<file path="src/rtl/i2c_mem_pkg.sv">
package i2c_mem_pkg;

  localparam logic [3:0] DEV_TYPE = 4'b1010;

  typedef enum logic [2:0] {
    ST_IDLE,
    ST_ADDR,
    ST_ADDR_ACK,
    ST_RX,
    ST_RX_ACK,
    ST_TX,
    ST_MACK,
    ST_WAIT_STOP
  } busState_t;

  // events and decoded values from the datapath
  typedef struct packed {
    logic start;
    logic stop;
    logic sclRise;
    logic sclFall;
    logic byteDone;
    logic addrMatch;
    logic rwBit;
    logic sdaIn;
    logic txNextBit;
    logic rdMsb;
  } busEvt_t;

  // strobes from control to the datapath
  typedef struct packed {
    logic clrBit;
    logic cntBit;
    logic shiftIn;
    logic loadTx;
    logic shiftTx;
    logic ldPtrHi;
    logic ldPtrLo;
    logic incPtr;
    logic wrMem;
  } dpCtl_t;

endpackage

</file>
<file path="src/rtl/i2cMemDatapath.sv">
module i2cMemDatapath
  import i2c_mem_pkg::*;
#(
  parameter int ADDR_W      = 13,
  parameter int SYNC_STAGES = 2
) (
  input  logic              clk,
  input  logic              rstN,
  input  logic              sclIn,
  input  logic              sdaIn,
  input  logic [2:0]        strap,
  input  dpCtl_t            ctl,
  output busEvt_t           evt,
  output logic [ADDR_W-1:0] memAddr,
  output logic              memWrEn,
  output logic [7:0]        memWrData,
  input  logic [7:0]        memRdData
);

  localparam int HI_W = ADDR_W - 8;

  logic [SYNC_STAGES-1:0] sclPipe, sdaPipe;
  logic sclQ, sdaQ, sclPrev, sdaPrev;
  logic [7:0] shReg;
  logic [3:0] bitCnt;
  logic [ADDR_W-1:0] ptr;

  always_ff @(posedge clk or negedge rstN) begin
    if (!rstN) begin
      sclPipe <= '1;
      sdaPipe <= '1;
      sclPrev <= 1'b1;
      sdaPrev <= 1'b1;
    end else begin
      sclPipe <= {sclPipe[SYNC_STAGES-2:0], sclIn};
      sdaPipe <= {sdaPipe[SYNC_STAGES-2:0], sdaIn};
      sclPrev <= sclQ;
      sdaPrev <= sdaQ;
    end
  end

  assign sclQ = sclPipe[SYNC_STAGES-1];
  assign sdaQ = sdaPipe[SYNC_STAGES-1];

  always_ff @(posedge clk or negedge rstN) begin
    if (!rstN) begin
      shReg  <= '0;
      bitCnt <= '0;
      ptr    <= '0;
    end else begin
      if (ctl.shiftIn)      shReg <= {shReg[6:0], sdaQ};
      else if (ctl.loadTx)  shReg <= memRdData;
      else if (ctl.shiftTx) shReg <= {shReg[6:0], 1'b0};

      if (ctl.clrBit)      bitCnt <= '0;
      else if (ctl.cntBit) bitCnt <= bitCnt + 4'd1;

      if (ctl.ldPtrHi)      ptr[ADDR_W-1:8] <= shReg[HI_W-1:0];
      else if (ctl.ldPtrLo) ptr[7:0] <= shReg;
      else if (ctl.incPtr)  ptr <= ptr + 1'b1;
    end
  end

  always_comb begin
    evt.start     = sclQ & sclPrev & sdaPrev & ~sdaQ;
    evt.stop      = sclQ & sclPrev & ~sdaPrev & sdaQ;
    evt.sclRise   = sclQ & ~sclPrev;
    evt.sclFall   = ~sclQ & sclPrev;
    evt.byteDone  = (bitCnt == 4'd8);
    evt.addrMatch = (shReg[7:1] == {DEV_TYPE, strap});
    evt.rwBit     = shReg[0];
    evt.sdaIn     = sdaQ;
    evt.txNextBit = shReg[6];
    evt.rdMsb     = memRdData[7];
  end

  assign memAddr   = ptr;
  assign memWrEn   = ctl.wrMem;
  assign memWrData = shReg;

endmodule

</file>
<file path="src/rtl/i2cMemCtrl.sv">
module i2cMemCtrl
  import i2c_mem_pkg::*;
(
  input  logic    clk,
  input  logic    rstN,
  input  busEvt_t evt,
  output dpCtl_t  ctl,
  output logic    sdaDriveLow
);

  busState_t st, stNxt;
  logic lowNxt, rwReg, rwNxt, ackSeen, ackNxt;
  logic [1:0] byteIdx, idxNxt;

  always_comb begin
    ctl    = '0;
    stNxt  = st;
    lowNxt = sdaDriveLow;
    rwNxt  = rwReg;
    ackNxt = ackSeen;
    idxNxt = byteIdx;
    if (evt.stop) begin
      stNxt  = ST_IDLE;
      lowNxt = 1'b0;
    end else if (evt.start) begin
      stNxt      = ST_ADDR;
      lowNxt     = 1'b0;
      ctl.clrBit = 1'b1;
    end else begin
      unique case (st)
        ST_ADDR: begin
          if (evt.sclRise) begin
            ctl.shiftIn = 1'b1;
            ctl.cntBit  = 1'b1;
          end else if (evt.sclFall && evt.byteDone) begin
            if (evt.addrMatch) begin
              lowNxt = 1'b1;
              rwNxt  = evt.rwBit;
              stNxt  = ST_ADDR_ACK;
            end else begin
              stNxt = ST_IDLE;
            end
          end
        end
        ST_ADDR_ACK: begin
          if (evt.sclFall) begin
            ctl.clrBit = 1'b1;
            if (rwReg) begin
              ctl.loadTx = 1'b1;
              lowNxt     = ~evt.rdMsb;
              stNxt      = ST_TX;
            end else begin
              lowNxt = 1'b0;
              idxNxt = 2'd0;
              stNxt  = ST_RX;
            end
          end
        end
        ST_RX: begin
          if (evt.sclRise) begin
            ctl.shiftIn = 1'b1;
            ctl.cntBit  = 1'b1;
          end else if (evt.sclFall && evt.byteDone) begin
            lowNxt = 1'b1;
            stNxt  = ST_RX_ACK;
            case (byteIdx)
              2'd0: begin
                ctl.ldPtrHi = 1'b1;
                idxNxt      = 2'd1;
              end
              2'd1: begin
                ctl.ldPtrLo = 1'b1;
                idxNxt      = 2'd2;
              end
              default: begin
                ctl.wrMem  = 1'b1;
                ctl.incPtr = 1'b1;
              end
            endcase
          end
        end
        ST_RX_ACK: begin
          if (evt.sclFall) begin
            lowNxt     = 1'b0;
            ctl.clrBit = 1'b1;
            stNxt      = ST_RX;
          end
        end
        ST_TX: begin
          if (evt.sclRise) begin
            ctl.cntBit = 1'b1;
          end else if (evt.sclFall) begin
            if (evt.byteDone) begin
              lowNxt     = 1'b0;
              ctl.clrBit = 1'b1;
              stNxt      = ST_MACK;
            end else begin
              ctl.shiftTx = 1'b1;
              lowNxt      = ~evt.txNextBit;
            end
          end
        end
        ST_MACK: begin
          if (evt.sclRise) begin
            ctl.incPtr = 1'b1;
            ackNxt     = ~evt.sdaIn;
          end else if (evt.sclFall) begin
            if (ackSeen) begin
              ctl.loadTx = 1'b1;
              lowNxt     = ~evt.rdMsb;
              stNxt      = ST_TX;
            end else begin
              stNxt = ST_WAIT_STOP;
            end
          end
        end
        default: ;
      endcase
    end
  end

  always_ff @(posedge clk or negedge rstN) begin
    if (!rstN) begin
      st          <= ST_IDLE;
      sdaDriveLow <= 1'b0;
      rwReg       <= 1'b0;
      ackSeen     <= 1'b0;
      byteIdx     <= 2'd0;
    end else begin
      st          <= stNxt;
      sdaDriveLow <= lowNxt;
      rwReg       <= rwNxt;
      ackSeen     <= ackNxt;
      byteIdx     <= idxNxt;
    end
  end

endmodule

</file>
<file path="src/rtl/i2cMemTarget.sv">
module i2cMemTarget
  import i2c_mem_pkg::*;
#(
  parameter int ADDR_W      = 13,
  parameter int SYNC_STAGES = 2
) (
  input  logic              clk,
  input  logic              rstN,
  input  logic              sclIn,
  input  logic              sdaIn,
  input  logic [2:0]        strap,
  output logic              sdaDriveLow,
  output logic [ADDR_W-1:0] memAddr,
  output logic              memWrEn,
  output logic [7:0]        memWrData,
  input  logic [7:0]        memRdData
);

  busEvt_t evt;
  dpCtl_t  ctl;

  i2cMemDatapath #(.ADDR_W(ADDR_W), .SYNC_STAGES(SYNC_STAGES)) dp_i (
    .clk(clk), .rstN(rstN), .sclIn(sclIn), .sdaIn(sdaIn), .strap(strap),
    .ctl(ctl), .evt(evt), .memAddr(memAddr), .memWrEn(memWrEn),
    .memWrData(memWrData), .memRdData(memRdData)
  );

  i2cMemCtrl ctrl_i (
    .clk(clk), .rstN(rstN), .evt(evt), .ctl(ctl), .sdaDriveLow(sdaDriveLow)
  );

endmodule

</file>
<file path="config.mk">
export PLATFORM = sky130hd
export DESIGN_NAME = i2cMemTarget
export DESIGN_NICKNAME = d
export VERILOG_FILES = /design/src/rtl/i2c_mem_pkg.sv /design/src/rtl/i2cMemDatapath.sv /design/src/rtl/i2cMemCtrl.sv /design/src/rtl/i2cMemTarget.sv
export SDC_FILE = /design/constraint.sdc
export NUM_CORES = 1
export LEC_CHECK = 0
export ABC_AREA = 0
export CAP_MARGIN = 5
export CORE_ASPECT_RATIO = 0.9
export CORE_MARGIN = 1.5
export CORE_UTILIZATION = 45
export DETAILED_ROUTE_END_ITERATION = 10
export PLACE_DENSITY = 0.68
export SLEW_MARGIN = 0
export SYNTH_ARGS = -nofsm -noshare
export SYNTH_HDL_FRONTEND = slang
export SYNTH_SLANG_ARGS = --single-unit
</file>
<file path="constraint.sdc">
create_clock -name clk -period 2.1 [get_ports clk]
set_input_delay 0.525 -clock clk [delete_from_list [all_inputs] [get_ports clk]]
set_output_delay 0.525 -clock clk [all_outputs]
set_load 0.005 [all_outputs]
</file>
==> results.toml <==
[sta]
setup_tns_ns = 0
finalHoldViolCount = 0
layout_setup_ws_ns = 0.0840
period_minus_slack_ns = 2.02
fin_skew_ns = 0.0101
timing.final.crit_share_pct = 96.0
rsz0062_at_grt = "true"
maxSlewViolCount = 0
worstMarginPinSlew_ns = 0.514
relSlewSlack_pct = 65.5
clock.fmax_mhz = 496
final-setup-viol-count = 0

[detailed_routing]
routedWlPerCell_um = 15.3
wirelength_mm = 5.89
drc = 0
first_pass_iters = 4
ant_nets = 0
first_iter_violations = 114
vias = 2148
viasPerCell = 5.59

[global_routing]
antenna_found_initial = 0
grtUsageTotal_pct = 21.8
grt_pass1_vias = 1952
grt_max_degree = 40
grt_overflow = 0
grt_pass1_wl_mm = 9.59

[floorplanning]
die_h_um = 72.4
start_util_pct = 46.4
fp.dieW_um = 80.2
io_pins = 38
fp.dieArea_mm2 = 0.00581
fp.coreArea_mm2 = 0.00519
floorplan.rows = 25

[yosys]
synth_top_cell_by_area = "dfrtp_1"
yosys-top-cells-area = "dfrtp_1, mux2_2, dfstp_2"
ys_seq_area_share_pct = 40.8
ys_ff_latch = 39
syn_nets = 273
synth_cell_types = 59
synth-async-reset-ratio_pct = 100
syn_area_mm2 = 0.00241
synth-edff-count = 0
syn_area_per_cell_um2 = 9.46
postSynthCellCount = 255
synth_top_cell_area_share_pct = 34.3
synthFlopType = "dfrtp_1"
ys_warn_count = 0

[critical_path]
critical_path.max_fanout = 13
crit_path_start_kind = "flop"
path_delay_family = "simple AND/OR/NAND/NOR gates"
crit_type = "reg -> reg"
crit_path_cell_trace = "inv_1 -> ha_2 -> buf_4 -> nand3b_4 -> or4_4 -> a31o_1 -> a22oi_1"
critPathArrivalTime_ns = 2.23
required_ns = 2.32
slowest_delay_ns = 0.63
path_buf_inv = 2
cp-end-kind = "flop"
crit_slowest_cell = "or4_4"

[pwr]
ir_worst_vdd_mv = 0.769
power.density_mw_per_mm2 = 751
leakage_uw = 0.00138
power.total_uw = 2350

[cts]
ctsRootBufferMaster = "clkbuf_8"
clk_latency_ns = 0.30
cts_tree = "built"
cts_buffer_depth = 2
h-tree-depth = 2
cts_sinks = 39
postCtsHoldBufs = 0
cts-buffers-inserted = 5
clk_pin_slew_worst_paths_ns = 0.08

[finish]
drive_above_1_share_pct = 24.3
area_delta_synth_final_pct = 29.8
mostFrequentLayoutCell = "clkdlybuf4s50_1"
num_antenna_cells = 0
final_cell_mix = "clkdlybuf4s50_1, dfrtp_1, buf_4, nand2_1, a21oi_1"
final_nets = 334
layout.cells.non_filler = 384

[placement]
dpl.hpwl_mm = 4.28
dp_cells = 373
place_congestion = 0.906
pre_cts_ws_ns = -0.207
placement.io_buffers = 37

[status]
status = "completed"

[min_path]
hold_class = "in -> async"

[run]
maxCapViolations = 0
## final cells by class
| cell class | instances | area [um^2] |
|---|---|---|
| clock buffer | 7 | 86.3 |
| clock inverter | 1 | 5.00 |
| fill | 480 | 2060 |
| inverter | 8 | 30.0 |
| multi-input combinational | 195 | 1340 |
| sequential | 39 | 983 |
| tap | 67 | 83.8 |
| timing repair buffer | 67 | 598 |
## synth_stat cells, drive strengths merged, types with 5 or more instances
library cell / n
inv: 8
o21ai: 16
nand4: 5
nor3: 10
a31oi: 5
nor2: 16
nand3: 8
mux2: 16
dfrtp: 33
xnor2: 5
buf: 10
a21oi: 19
nand2: 28
dfstp: 6
## registers in the layout, summed over array words and instances (netlist names)
name                count
ctrl_i.sdaDriveLow      1
dp_i.memAddr           13
dp_i.sclPrev            1
ctrl_i.st               3
dp_i.sclPipe            2
dp_i.sdaPrev            1
ctrl_i.byteIdx          2
dp_i.bitCnt             4
dp_i.sdaPipe            2
dp_i.memWrData          8
ctrl_i.ackSeen          1
ctrl_i.rwReg            1
## final timing paths
check | startpoint | endpoint | slack [ns] | cells past startpoint
max | dp_i.bitCnt[0]$_DFFE_PN0P_ | dp_i.memAddr[2]$_DFFE_PN0P_ | 0.08 | 7
min | rstN | dp_i.memAddr[11]$_DFFE_PN0P_ | 0.18 | 2
max reg2reg | dp_i.bitCnt[0]$_DFFE_PN0P_ | dp_i.memAddr[2]$_DFFE_PN0P_ | 0.08 | 7
min reg2reg | dp_i.sdaPipe[0]$_DFF_PN1_ | dp_i.sdaPipe[1]$_DFF_PN1_ | 0.36 | 0
max in group asynchronous | rstN | dp_i.sdaPipe[1]$_DFF_PN1_ | 1.66 | 2
min in group clk | dp_i.sdaPipe[0]$_DFF_PN1_ | dp_i.sdaPipe[1]$_DFF_PN1_ | 0.36 | 0
## cells by family (layout without fill, tap and decap cells)
| family | count (synthesis) | after routing | synth area share, % |
|---|---|---|---|
| adder cells (fa/ha/maj) | 3 | 3 | 1.56 |
| flip-flops | 39 | 39 | 40.8 |
| XOR/XNOR | 7 | 7 | 2.54 |
| AO/OA/AOI/OAI | 70 | 70 | 19.4 |
| multiplexers | 19 | 19 | 8.72 |
| AND/OR/NAND/NOR | 96 | 96 | 22.6 |
| buffers and inverters | 21 | 83 | 4.41 |
## power breakdown
part | switching [uW] | internal, uW
logic | 362 | 497
registers | 84.9 | 876
clock network | 267 | 265
total | 714 | 1640
## through the flow
stage	hold WS, ns	cell area [um^2]	util, %
finish	0.177	3130	60.3
global route	0.200	3130	60.3
CTS	0.182	3100	59.6
detailed placement	0.350	3000	57.8
global placement	0.347	3000	57.8
floorplan	0.229	2410	-
## timing repair
item / CTS / global route
endpoints found under the setup margin: 1 / 7
gates resized for setup: 1 / 6
pin swaps: 0 / 2
buffers inserted: 1 / 2
## routing by layer
metal | share of wire, % | track usage [%]
met4 | 1.8 | 8.43
met3 | 4.2 | 4.40
met5 | 0 | 0
met2 | 45 | 32.3
met1 | 49 | 31.3
Power figures use the tool's default switching activity.
